===== src/rtl/crc32_cp_pkg.sv =====
package crc32_cp_pkg;
  localparam int CODE_W = 4;
  localparam logic [CODE_W-1:0] OP_READ  = 4'h8;
  localparam logic [CODE_W-1:0] OP_WRITE = 4'h9;
  localparam logic [CODE_W-1:0] OP_FOLD  = 4'hA;
  localparam logic [31:0] CRC_POLY = 32'hEDB88320;
  localparam logic [31:0] CRC_SEED = 32'hFFFFFFFF;
endpackage


===== src/rtl/crc32_cp_decode.sv =====
module crc32_cp_decode
  import crc32_cp_pkg::*;
(
  input  logic              valid_i,
  input  logic [CODE_W-1:0] code_i,
  output logic              rd_o,
  output logic              wr_o,
  output logic              fold_o
);
  always_comb begin
    rd_o   = 1'b0;
    wr_o   = 1'b0;
    fold_o = 1'b0;
    if (valid_i) begin
      unique case (code_i)
        OP_READ:  rd_o   = 1'b1;
        OP_WRITE: wr_o   = 1'b1;
        OP_FOLD:  fold_o = 1'b1;
        default:  ;
      endcase
    end
  end
endmodule


===== src/rtl/crc32_cp_byte.sv =====
module crc32_cp_byte #(
  parameter int          CRC_W = 32,
  parameter logic [CRC_W-1:0] POLY = 32'hEDB88320
) (
  input  logic [CRC_W-1:0] crc_i,
  input  logic [7:0]       byte_i,
  output logic [CRC_W-1:0] crc_o
);
  logic [CRC_W-1:0] step [0:8];
  assign step[0] = crc_i;
  for (genvar b = 0; b < 8; b++) begin : g_bit
    logic fb;
    assign fb = step[b][0] ^ byte_i[b];
    assign step[b+1] = (step[b] >> 1) ^ (fb ? POLY : '0);
  end
  assign crc_o = step[8];
endmodule


===== src/rtl/crc32_cp_fold.sv =====
module crc32_cp_fold #(
  parameter int          CRC_W  = 32,
  parameter int          DATA_W = 32,
  parameter logic [CRC_W-1:0] POLY = 32'hEDB88320
) (
  input  logic [CRC_W-1:0]  crc_i,
  input  logic [DATA_W-1:0] word_i,
  output logic [CRC_W-1:0]  crc_o
);
  localparam int NBYTES = DATA_W / 8;
  logic [CRC_W-1:0] stage [0:NBYTES];
  assign stage[0] = crc_i;
  for (genvar k = 0; k < NBYTES; k++) begin : g_byte
    crc32_cp_byte #(.CRC_W(CRC_W), .POLY(POLY)) u_byte (
      .crc_i  (stage[k]),
      .byte_i (word_i[DATA_W-1-8*k -: 8]),
      .crc_o  (stage[k+1])
    );
  end
  assign crc_o = stage[NBYTES];
endmodule


===== src/rtl/crc32_coproc.sv =====
module crc32_coproc
  import crc32_cp_pkg::*;
#(
  parameter int DATA_W = 32
) (
  input  logic              clk,
  input  logic              rst_n,
  input  logic              cmd_valid,
  output logic              cmd_ready,
  input  logic [CODE_W-1:0] cmd_code,
  input  logic [DATA_W-1:0] cmd_operand,
  output logic              rsp_done,
  output logic [DATA_W-1:0] rsp_data
);
  logic rd_en, wr_en, fold_en;
  logic [DATA_W-1:0] crc_q, crc_fold;

  crc32_cp_decode u_dec (
    .valid_i (cmd_valid),
    .code_i  (cmd_code),
    .rd_o    (rd_en),
    .wr_o    (wr_en),
    .fold_o  (fold_en)
  );

  crc32_cp_fold #(.CRC_W(DATA_W), .DATA_W(DATA_W), .POLY(CRC_POLY)) u_fold (
    .crc_i  (crc_q),
    .word_i (cmd_operand),
    .crc_o  (crc_fold)
  );

  always_ff @(posedge clk) begin
    if (!rst_n)       crc_q <= CRC_SEED;
    else if (wr_en)   crc_q <= cmd_operand;
    else if (fold_en) crc_q <= crc_fold;
  end

  assign cmd_ready = 1'b1;
  assign rsp_done  = cmd_valid;
  assign rsp_data  = rd_en ? crc_q : '0;
endmodule


===== config.mk =====
export PLATFORM = sky130hd
export DESIGN_NAME = crc32_coproc
export DESIGN_NICKNAME = d
export VERILOG_FILES = /design/src/rtl/crc32_cp_pkg.sv /design/src/rtl/crc32_cp_decode.sv /design/src/rtl/crc32_cp_byte.sv /design/src/rtl/crc32_cp_fold.sv /design/src/rtl/crc32_coproc.sv
export SDC_FILE = /design/constraint.sdc
export NUM_CORES = 1
export LEC_CHECK = 0
export ABC_CLOCK_PERIOD_IN_PS = 3650
export CORE_UTILIZATION = 50
export CTS_CLUSTER_DIAMETER = 40
export DETAILED_ROUTE_END_ITERATION = 8
export DONT_BUFFER_PORTS = 1
export PLACE_DENSITY = 0.65
export RECOVER_POWER = 100
export SETUP_SLACK_MARGIN = 0.4
export SYNTH_ARGS = -nofsm -noshare
export SYNTH_HDL_FRONTEND = slang
export SYNTH_SLANG_ARGS = --single-unit

===== constraint.sdc =====
create_clock -name clk -period 3.65 [get_ports clk]
set_clock_uncertainty 0.05 [all_clocks]
set_input_delay 0 -clock clk [delete_from_list [all_inputs] [get_ports clk]]
set_output_delay 0 -clock clk [all_outputs]
set_load 0.02 [all_outputs]

Word level (Yosys, flattened, before mapping)
Index checks and enable logic that the tools add are counted.
{"block": "totals", "word_cells": 110, "out_inout_bits": 34, "ff_bits": 32, "inputBits": 39}
{"block": "op_classes", "muxes": 41, "n_eq_ne": 3, "bitwise_logic": 64, "n_reduce_logical": 1}
{"op": "$mux 32", "count": 35}
{"op": "$xor 31x32->32", "count": 32}
{"op": "$xor 1x1->1", "count": 32}
{"op": "$eq 4x4->1 const B", "count": 3}
{"op": "$mux 1", "count": 6}
{"op": "$reduce_bool 2->1", "count": 1}

Depth between registers and ports, before layout
Gate-level depths: netlist of the first run.
{"block": "depth", "depth_word": 98, "mapped_depth": 9, "mapped_depth_nobuf": 9}

Hierarchy
A second synthesis of the first run with hierarchy kept.
{"block": "unflattened", "cells_unflattened": 453, "area_unflattened_um2": 5905.7}
{"mod": "crc32_cp_byte", "area_per_inst_um2": 977.2, "n_inst": 4, "cells_each": 67, "seq_area_each_um2": 0.0}
{"mod": "crc32_coproc", "area_per_inst_um2": 1946.9, "n_inst": 1, "cells_each": 181, "seq_area_each_um2": 640.6}
{"mod": "crc32_cp_decode", "area_per_inst_um2": 50.0, "n_inst": 1, "cells_each": 4, "seq_area_each_um2": 0.0}

Worst setup path before layout of the first run
Ideal clock, no wire load.
{"block": "synth_path", "kind": "register to register", "startpoint": "register crc_q[2]", "endpoint": "register crc_q[19]", "n_path_buf": 0, "period_less_slack_ns": 3.596, "stages_incl_launch_ff": 10, "arrival_ns": 3.466, "required_ns": 3.520, "setup_slack_ns": 0.054, "setup_time_ns": 0.080, "path_cell_list": "dfxtp_1 -> xor2_2 -> xnor3_2 -> xnor3_2 -> xnor2_2 -> xnor3_2 -> xor2_2 -> xnor2_4 -> xnor3_1 -> o2111ai_2"}
{"block": "synth_via", "elab_chain_len": 44, "elab_cells_between_ends": 68, "cone_classes": "mux: 19; bitwise: 49"}
{"element": "from (decl)", "line": "crc32_coproc.sv:16", "rtl": "logic [DATA_W-1:0] crc_q, crc_fold;"}
{"element": "from (signal assigned)", "line": "crc32_coproc.sv:34", "rtl": "else if (wr_en) crc_q <= cmd_operand;"}
{"element": "from (signal assigned)", "line": "crc32_coproc.sv:35", "rtl": "else if (fold_en) crc_q <= crc_fold;"}
{"element": "$xor 31x32->32 (*) (2 in series)", "line": "crc32_cp_byte.sv:14", "rtl": "assign step[b+1] = (step[b] >> 1) ^ (fb ? POLY : '0);"}
{"element": "$xor 1x1->1 (*)", "line": "crc32_cp_byte.sv:13", "rtl": "assign fb = step[b][0] ^ byte_i[b];"}
{"element": "$mux 32 (*)", "line": "crc32_cp_byte.sv:14"}
{"element": "$xor 31x32->32 (*) (6 in series)", "line": "crc32_cp_byte.sv:14"}
{"element": "$xor 1x1->1 or $xor 31x32->32 (tied branches)", "line": "crc32_cp_byte.sv:13, crc32_cp_byte.sv:14"}
{"element": "$mux 32 or $xor 31x32->32 (tied branches)", "line": "crc32_cp_byte.sv:14"}
{"element": "$xor 31x32->32 (*) (6 in series)", "line": "crc32_cp_byte.sv:14"}
{"element": "$xor 1x1->1 or $xor 31x32->32 (tied branches)", "line": "crc32_cp_byte.sv:13, crc32_cp_byte.sv:14"}
{"element": "[7 not listed]"}
{"element": "$xor 1x1->1 or $xor 31x32->32 (tied branches)", "line": "crc32_cp_byte.sv:13, crc32_cp_byte.sv:14"}
{"element": "$mux 32 or $xor 31x32->32 (tied branches)", "line": "crc32_cp_byte.sv:14"}
{"element": "$xor 31x32->32 (*) (6 in series)", "line": "crc32_cp_byte.sv:14"}
{"element": "$xor 1x1->1 or $xor 31x32->32 (tied branches)", "line": "crc32_cp_byte.sv:13, crc32_cp_byte.sv:14"}
{"element": "$mux 32 or $xor 31x32->32 (tied branches)", "line": "crc32_cp_byte.sv:14"}
{"element": "$xor 31x32->32 (*) (6 in series)", "line": "crc32_cp_byte.sv:14"}
{"element": "$mux 32 (*)", "line": "crc32_coproc.sv:35"}
{"element": "$mux 32 (*)", "line": "crc32_coproc.sv:34"}
Mark *: on every way between the ends. The rest lies on a longest branch, timed or not. The select of a mux whose other input is x is not followed.
A chain may end at the register's enable or synchronous reset.

Worst setup path after layout of the first run
{"block": "layout_path", "startpoint": "register crc_q[7]", "endpoint": "register crc_q[20]"}
{"block": "layout_via", "elab_chain_len": 44, "elab_cells_between_ends": 54, "cone_classes": "mux: 12; bitwise: 42"}
{"element": "$xor 31x32->32 (*) (7 in series)", "line": "crc32_cp_byte.sv:14"}
{"element": "$xor 1x1->1 (*)", "line": "crc32_cp_byte.sv:13"}
{"element": "$mux 32 (*)", "line": "crc32_cp_byte.sv:14"}
{"element": "$xor 31x32->32 (*) (6 in series)", "line": "crc32_cp_byte.sv:14"}
{"element": "$xor 1x1->1", "line": "crc32_cp_byte.sv:13"}
{"element": "$mux 32", "line": "crc32_cp_byte.sv:14"}
{"element": "$xor 31x32->32 (*) (6 in series)", "line": "crc32_cp_byte.sv:14"}
{"element": "$xor 1x1->1", "line": "crc32_cp_byte.sv:13"}
{"element": "[7 not listed]"}
{"element": "$xor 1x1->1", "line": "crc32_cp_byte.sv:13"}
{"element": "$mux 32", "line": "crc32_cp_byte.sv:14"}
{"element": "$xor 31x32->32 (*) (6 in series)", "line": "crc32_cp_byte.sv:14"}
{"element": "$xor 1x1->1", "line": "crc32_cp_byte.sv:13"}
{"element": "$mux 32", "line": "crc32_cp_byte.sv:14"}
{"element": "$xor 31x32->32 (*)", "line": "crc32_cp_byte.sv:14"}
{"element": "$mux 32 (*)", "line": "crc32_coproc.sv:35"}
{"element": "$mux 32 (*)", "line": "crc32_coproc.sv:34"}
Marks and branches as above.

==> impl_metrics.ini, run 1 <==
[floorplanning]
coreArea_um2 = 9200
rows = 35
ios = 73
initial_core_util_pct = 51.6
die_x_um = 99.4
die_area_um2 = 9890
die_y_um = 99.4

[logic_synthesis]
synthArstFlopShare_pct = 0
synth_area_per_cell_um2 = 10.6
synth_edf_count = 0
yosysWarnings = 0
synth_top_area_cell = xnor2_1
synth_top_area_share_pct = 26.6
ys_ff_latch = 32
synth_fp_nets = 487
ys_top_cells_by_count = xnor2_1 (144), nand2_1 (59), xor2_1 (39)
syn_inst = 448
synth_flop_cell = dfxtp_1
ys_types = 34
synth_area_leaders = xnor2_1 (27%), dfxtp_1 (13%), xnor3_1 (10%)
synth-seq-area-share_pct = 13.5
yosysMostFrequentCell = xnor2_1
syn_area_um2 = 4750

[timing]
maxSlewViolCount = 0
fmax_ghz = 0.279
finalSetupViolations = 0
min_period_ps = 3590
slew_headroom_pct = 21.4
worst_pin_slew_ps = 1170
min_period_over_period_pct = 98.3
rsz0062_at_grt = yes
hold_viol_final = 0
final.setup.tns_ps = 0

[setup_path]
cp-start-kind = register
cp.required_ps = 3740
critPathKind = reg -> reg
cp-end-kind = register
cp_max_fo = 4
worstPathArrival_ps = 3680

[clock_network]
cts_buffers = 5
numClockSinks = 32
clk_path_buf_depth = 2
cts_tree = built
cts_max_level = 2
cts_root_buf = clkbuf_8
path_clk_slew_ps = 80
worstSkewPairLatency_ps = 300

[grt]
grt_antenna_before_repair = 0
grt_max_degree = 37
track_usage_pct = 34.5
first_global_vias = 4148
grt_pass1_wl_mm = 24.7
gr-total-overflow = 0

[final_layout]
reg_top3 = crc_q x32
antennaDiodeCount = 0
drive_gt1_share_pct = 49.9
regMostFlops = crc_q
largest_reg_flops = 32
syn_to_final_growth_pct = 62.7
nets = 667

[detailed_routing]
via_count = 4267
post-route-drc-count = 0
ant_nets = 0
drt_iter0_drc = 347
routed_wl_mm = 19.4
detail_route.first_pass.iterations = 7
drt-vias-per-instance = 5.77
avgRoutedWirePerCell_um = 26.2

[job]
maxCapViolations = 0

[placement]
hpwl_mm = 11.8
gp_congestion = 0.927
port_buffers = 0

[run_status]
status = finished clean

[hold_path]
hold_path_class = in -> reg
## metal layers
| metal | up-vias | global-route usage, % | wire length (um) |
|---|---|---|---|
| met1 | 2073 | 43.9 | 7350 |
| met2 | 272 | 59.7 | 9190 |
| met5 | - | 0 | 0 |
| met4 | 0 | 11.0 | 1230 |
| met3 | 82 | 5.76 | 1590 |
| li1 | 1840 | - | - |
## cells in the final DEF, fill, tap and decap left out, types with 13 or more instances in the layout
| cell type | instances |
|---|---|
| dlygate4sd3_1 | 34 |
| xnor3_2 | 18 |
| xnor2_1 | 88 |
| xor2_1 | 24 |
| o2111ai_1 | 25 |
| xnor3_1 | 13 |
| buf_6 | 29 |
| nand2_1 | 59 |
| dfxtp_1 | 19 |
| and2_0 | 30 |
| xnor2_4 | 37 |
| xor2_4 | 17 |
| buf_4 | 115 |
| xnor2_2 | 45 |
## critical path, cell delays in order (launching register included)
cell and delay, ps:
dfxtp_4 370, xnor2_4 250, xnor3_1 580, xor2_4 290
xnor3_2 460, xnor2_4 260, buf_6 130, xnor3_2 320
xnor2_4 290, xor2_1 290, o2111ai_1 130
## area by class of cell
cell class / count / area [um^2]
clock buffer: 7 / 86.3
clock inverter: 1 / 7.51
fill: 436 / 1470
multi-input combinational: 399 / 5070
sequential: 32 / 669
tap: 111 / 139
timing repair buffer: 190 / 1750
## timing repair
action | in CTS | in global routing
pin swaps | 50 | 60
endpoints found under the hold margin | 33 | 0
buffers inserted | 62 | 33
resized for setup | 78 | 84
hold buffers | 35 | 0
endpoints found under the setup margin | 30 | 32
## final timing paths
check / slack, ps / to / from / depth (start not counted)
worst max-delay path: 60 / crc_q[20] / crc_q[7] / 10
worst min-delay path: 10 / crc_q[5] / cmd_code[1] / 2
worst max register to register: 60 / crc_q[20] / crc_q[7] / 10
worst min register to register: 490 / crc_q[26] / crc_q[26] / 2
## cell families (layout without fill, tap and decap cells)
kind of cell | count (synthesis) | count (layout) | synth area share [%]
flops | 32 | 32 | 13.5
compound gates | 34 | 34 | 6.17
buf+inv | 17 | 198 | 2.35
other cells | 1 | 1 | 0.0790
simple gates | 105 | 105 | 10.6
xor+xnor | 259 | 259 | 67.3
## per-stage QoR
stage / utilization, % / instance area [um^2] / instances / worst slack [ps] / hold WS (ps)
final: 84.0 / 7720 / 740 / 62.7 / 13.0
after floorplan: - / 4890 / 448 / 284 / 62.6
after CTS: 75.0 / 6890 / 707 / 225 / 31.8
after global placement: 58.5 / 5380 / 602 / 47.4 / -49.7
after global routing: 84.0 / 7720 / 740 / 26.7 / 29.6
after detailed placement: 58.5 / 5380 / 602 / -58.3 / -49.7
Power of run 1 is not shown: default switching activity piles up to over one toggle a cycle in this logic, so the estimate is an artifact.
==> run 2: changes to the inputs <==
--- a/config.mk
+++ b/config.mk
@@ -6,11 +6,11 @@
 export NUM_CORES = 1
 export LEC_CHECK = 0
 export ABC_CLOCK_PERIOD_IN_PS = 3650
-export CORE_UTILIZATION = 50
+export CORE_UTILIZATION = 40
 export CTS_CLUSTER_DIAMETER = 40
 export DETAILED_ROUTE_END_ITERATION = 8
 export DONT_BUFFER_PORTS = 1
-export PLACE_DENSITY = 0.65
+export PLACE_DENSITY = 0.53
 export RECOVER_POWER = 100
 export SETUP_SLACK_MARGIN = 0.4
 export SYNTH_ARGS = -nofsm -noshare
==> run 2 against run 1 <==
  * Register-to-register slack improved by 90 ps
  * The flow now finishes with violations (DRC, capacitance limit, slew limit)
  * Fmax rose by 2.6%
  * Design area fell by 6.5%
  * Sequential cell count did not move
  * Critical path depth rose by 2
  * Setup slack improved by 89 ps
  * Wire length fell by 12%
  * Utilization fell by 21 points
  * Critical path type unchanged
  * Worst hold slack improved by 31 ps
==> impl_metrics.ini, run 2 (synthesized netlist as in run 1, its figures left out) <==
[hold_path]
hold_path_class = in -> reg

[setup_path]
cp_slowest_cell = xnor3_1
cp.required_ps = 3740
cp-start-kind = register
cp_cell_sequence = xnor2_4 -> buf_12 -> buf_4 -> xnor2_1 -> buf_4 -> xnor3_1 -> xnor3_2 -> buf_4 -> xnor3_1 -> xnor2_1 -> xnor2_1 -> o2111ai_1
cp_max_fo = 4
critPathKind = reg -> reg
path_buf_inv = 4
critPathMaxStageDelay_ps = 500
worstPathArrival_ps = 3590
cp-end-kind = register
cp_top_family = XOR/XNOR gates

[detailed_routing]
ant_nets = 0
drt-vias-per-instance = 5.15
drt_iter0_drc = 317
avgRoutedWirePerCell_um = 23.0
detail_route.first_pass.iterations = 7
routed_wl_mm = 17.0
post-route-drc-count = 20
via_count = 3809

[timing]
min_period_ps = 3500
maxSlewViolCount = 18
hold_viol_final = 0
rsz0062_at_grt = yes
slew_headroom_pct = -1.09
min_period_over_period_pct = 95.8
fin_ws_ps = 152
worst_pin_slew_ps = 1500
finalSetupViolations = 0
fmax_ghz = 0.286

[grt]
grt_max_degree = 37
grt_antenna_before_repair = 0
grt_most_used_layer = met2
track_usage_pct = 27.7
first_global_vias = 4002
met3_usage_pct = 3.61
grtUsageMet2_pct = 46.4
gr-total-overflow = 0
grtUsageMet1_pct = 37.2
grt_pass1_wl_mm = 24.8

[final_layout]
regMostFlops = crc_q
final_cells = 739
final_common_cell = xnor2_1
antennaDiodeCount = 0
fin_area_um2 = 7230
fill_cells = 909
nets = 634
layout_common_cells = xnor2_1 (99), buf_4 (96), nand2_1 (59)
drive_gt1_share_pct = 43.0
post-route-util_pct = 62.7
seqCellArea_um2 = 661
multiInputGateArea_um2 = 4820
largest_reg_flops = 32
syn_to_final_growth_pct = 52.2
reg_top3 = crc_q x32

[clock_network]
cts_tree = built
worstSkewPairLatency_ps = 300
cts_max_level = 2
numClockSinks = 32
cts_root_buf = clkbuf_16
cts_buffers = 5
path_clk_slew_ps = 60
clk_path_buf_depth = 2

[floorplanning]
die_x_um = 111
rows = 39
die_y_um = 111
die_area_um2 = 12300
coreArea_um2 = 11500
initial_core_util_pct = 41.2
ios = 73

[placement]
placed_cell_area_um2 = 5400
gp_congestion = 0.898
pre_cts_ws_ps = -69.8
dp_cells = 631
port_buffers = 0
hpwl_mm = 12.5

[run_status]
status = finished with violations
violations = DRC, capacitance limit, slew limit

[job]
maxCapViolations = 1
-- run 2: cell count changes in the layout (fill, tap and decap cells not counted), moves of 3 or more --
cell	change
buf_4	-19
buf_6	-16
xnor2_1	+11
xnor2_4	-9
xnor3_1	+8
xnor3_2	-7
clkbuf_8	-6
clkbuf_16	+5
xor2_2	+5
xor2_4	-5
dfxtp_1	+3
-- run 2: worst reg2reg max path: cells and delay by family, from the launching register on --
kind	cells	cell delay, ps
compound gates	1	130
xor+xnor	7	2180
buf+inv	4	590
flops	1	390
-- run 2: worst paths after layout --
path / depth (start not counted) / slack, ps / start / to
worst max-delay path: 12 / 150 / crc_q[5] / crc_q[26]
worst min-delay path: 2 / 40 / cmd_code[1] / crc_q[5]
worst max register to register: 12 / 150 / crc_q[5] / crc_q[26]
worst min register to register: 2 / 490 / crc_q[21] / crc_q[21]
-- run 2: per-stage QoR --
stage	hold slack, ps	TNS (ps)
floorplan	62.6	0
global placement	-49.9	-151
detailed placement	-49.9	-191
CTS	37.5	0
global route	66.5	0
finish	43.9	0
-- run 2: what timing repair did --
item                                    CTS  global route
pin swaps                                38            20
endpoints found under the setup margin   31            32
hold buffers                             37             0
setup buffers                            40            23
gates resized for setup                  59            59
hold endpoints to repair                 33             0
-- run 2: cell type report --
cell class                 count  share of cell area (%)
multi-input combinational    399                    66.7
timing repair buffer         157                    19.7
sequential                    32                    9.14
tap                          143                    2.48
clock buffer                   5                    1.73
clock inverter                 3                   0.260
-- run 2: per-layer routing --
metal,wire [um],share of wire (%)
met1,7660,45
met2,8270,49
met3,738,4.3
met4,368,2.2
met5,0,0
Power of run 2 is left out for the same reason.
==> run 3: changes to the inputs <==
--- a/config.mk
+++ b/config.mk
@@ -6,6 +6,7 @@
 export NUM_CORES = 1
 export LEC_CHECK = 0
 export ABC_CLOCK_PERIOD_IN_PS = 3650
+export CORE_ASPECT_RATIO = 1.75
 export CORE_UTILIZATION = 40
 export CTS_CLUSTER_DIAMETER = 40
 export DETAILED_ROUTE_END_ITERATION = 8
@@ -13,6 +14,7 @@
 export PLACE_DENSITY = 0.53
 export RECOVER_POWER = 100
 export SETUP_SLACK_MARGIN = 0.4
+export SLEW_MARGIN = 20
 export SYNTH_ARGS = -nofsm -noshare
 export SYNTH_HDL_FRONTEND = slang
 export SYNTH_SLANG_ARGS = --single-unit
==> run 3 against run 2 <==
  * The flow finishes with violations (DRC)
  * Register-to-register slack barely moved
  * Final cell count rose by 3.1%
  * Fmax shrank 0.12%
  * Count of clock-buffer cells in the layout stayed put
  * Setup slack got worse by 4.3 ps
  * Sequential share of layout area decreased by 0.35 points
  * Via count is 4.6% higher
  * Critical path depth decreased by 1
  * Design area rose by 6.0%
  * Highest routed layer unchanged
==> impl_metrics.ini, run 3 (synthesized netlist as in run 1, its figures left out) <==
[timing]
rsz0062_at_grt = yes
fin_ws_ps = 148
min_period_over_period_pct = 95.9
slew_headroom_pct = 20.3
min_period_ps = 3500
maxSlewViolCount = 0
whs_ps = 109
finalSetupViolations = 0
hold_viol_final = 0
worst_pin_slew_ps = 1200
final.setup.tns_ps = 0
fmax_ghz = 0.286

[setup_path]
cp_slowest_cell = xnor3_1
cp_top_family = XOR/XNOR gates
critPathMaxStageDelay_ps = 570
critPathKind = reg -> reg
cp-end-kind = register
crit_start = crc_q[10]
cp-start-kind = register
cp_max_fo = 3
crit_end = crc_q[8]
cp_cell_sequence = xnor2_4 -> xnor3_1 -> xor2_4 -> buf_6 -> xnor3_2 -> xnor2_4 -> xnor3_2 -> xnor2_4 -> xnor2_1 -> buf_4 -> o2111ai_1
reg2reg_depth = 11
rrSetupSlack_ps = 150
cp_common_cell = xnor2_4
cp.required_ps = 3750
path_buf_inv = 2
timing.rr.start = crc_q[10]
worstReg2RegEnd = crc_q[8]
path_depth = 11
worstPathArrival_ps = 3600

[floorplanning]
initial_core_util_pct = 41.0
rows = 52
ios = 73
die_y_um = 146
coreArea_um2 = 11600
die_x_um = 84.4
die_area_um2 = 12300

[detailed_routing]
ant_nets = 0
via_count = 3984
avgRoutedWirePerCell_um = 23.9
drt_iter0_drc = 188
drt-vias-per-instance = 5.23
routed_wl_mm = 18.2
detail_route.first_pass.iterations = 6
post-route-drc-count = 2

[run_status]
status = finished with violations
violations = DRC

[placement]
hpwl_mm = 13.2
gp_congestion = 0.952
port_buffers = 0
pre_cts_ws_ps = -31.0
dp_cells = 649

[clock_network]
cts_tree = built
worstSkewPairLatency_ps = 290
cts_root_buf = clkbuf_16
numClockSinks = 32
clk_path_buf_depth = 2
cts_buffers = 5
path_clk_slew_ps = 60
cts_max_level = 2

[final_layout]
regMostFlops = crc_q
nets = 665
reg_top3 = crc_q x32
final_cells = 762
antennaDiodeCount = 0
largest_reg_flops = 32
drive_gt1_share_pct = 50.2
final_common_cell = buf_4
layout_common_cells = buf_4 (118), xnor2_1 (89), nand2_1 (59)
syn_to_final_growth_pct = 61.3

[grt]
gr-total-overflow = 0
track_usage_pct = 28.1
grt_pass1_wl_mm = 24.8
grt_max_degree = 37
grt_antenna_before_repair = 0
first_global_vias = 4135

[job]
maxCapViolations = 0

[hold_path]
hold_path_class = in -> reg
-- run 3: worst reg2reg max path: stages (launching register included) --
cell and delay, ps:
dfxtp_4 360, xnor2_4 170, xnor3_1 580, xor2_4 230, buf_6 150, xnor3_2 430, xnor2_4 270, xnor3_2 490
xnor2_4 180, xnor2_1 190, buf_4 170, o2111ai_1 100
-- run 3: worst min path at each step --
stage / startpoint / to / depth (start not counted) / slack (ps)
global route: cmd_code[1] / crc_q[5] / 2 / 120
CTS: cmd_code[1] / crc_q[5] / 2 / 120
floorplan: cmd_valid / rsp_done / 1 / 60
detailed placement: cmd_valid / rsp_done / 0 / -50
global placement: cmd_valid / rsp_done / 0 / -50
finish: cmd_code[1] / crc_q[5] / 2 / 110
-- run 3: timing repair --
action,CTS,global route
pin swaps,40,70
resized for setup,69,89
setup endpoints to repair,30,31
setup buffers,41,28
hold buffers,36,0
endpoints found under the hold margin,33,0
-- run 3: metal layers --
layer  vias to the layer above  global-route usage (%)  routed length (um)
li1                       1822                       -                   -
met3                        58                    2.77                 571
met1                      1958                    28.3                6110
met5                         -                       0                   0
met4                         0                    19.0                1570
met2                       146                    53.6                9970
-- run 3: cell type report --
type                       count  area, um^2
clock buffer                   5         125
clock inverter                 3        23.8
fill                         847        3920
multi-input combinational    399        5000
sequential                    32         673
tap                          135         169
timing repair buffer         188        1670
-- run 3: stage by stage --
stage,util [%],area [um^2]
after floorplan,-,4890
after global placement,48.2,5580
after detailed placement,48.2,5580
after CTS,59.3,6870
after global routing,66.1,7660
final,66.1,7660
Power of run 3 is left out for the same reason.
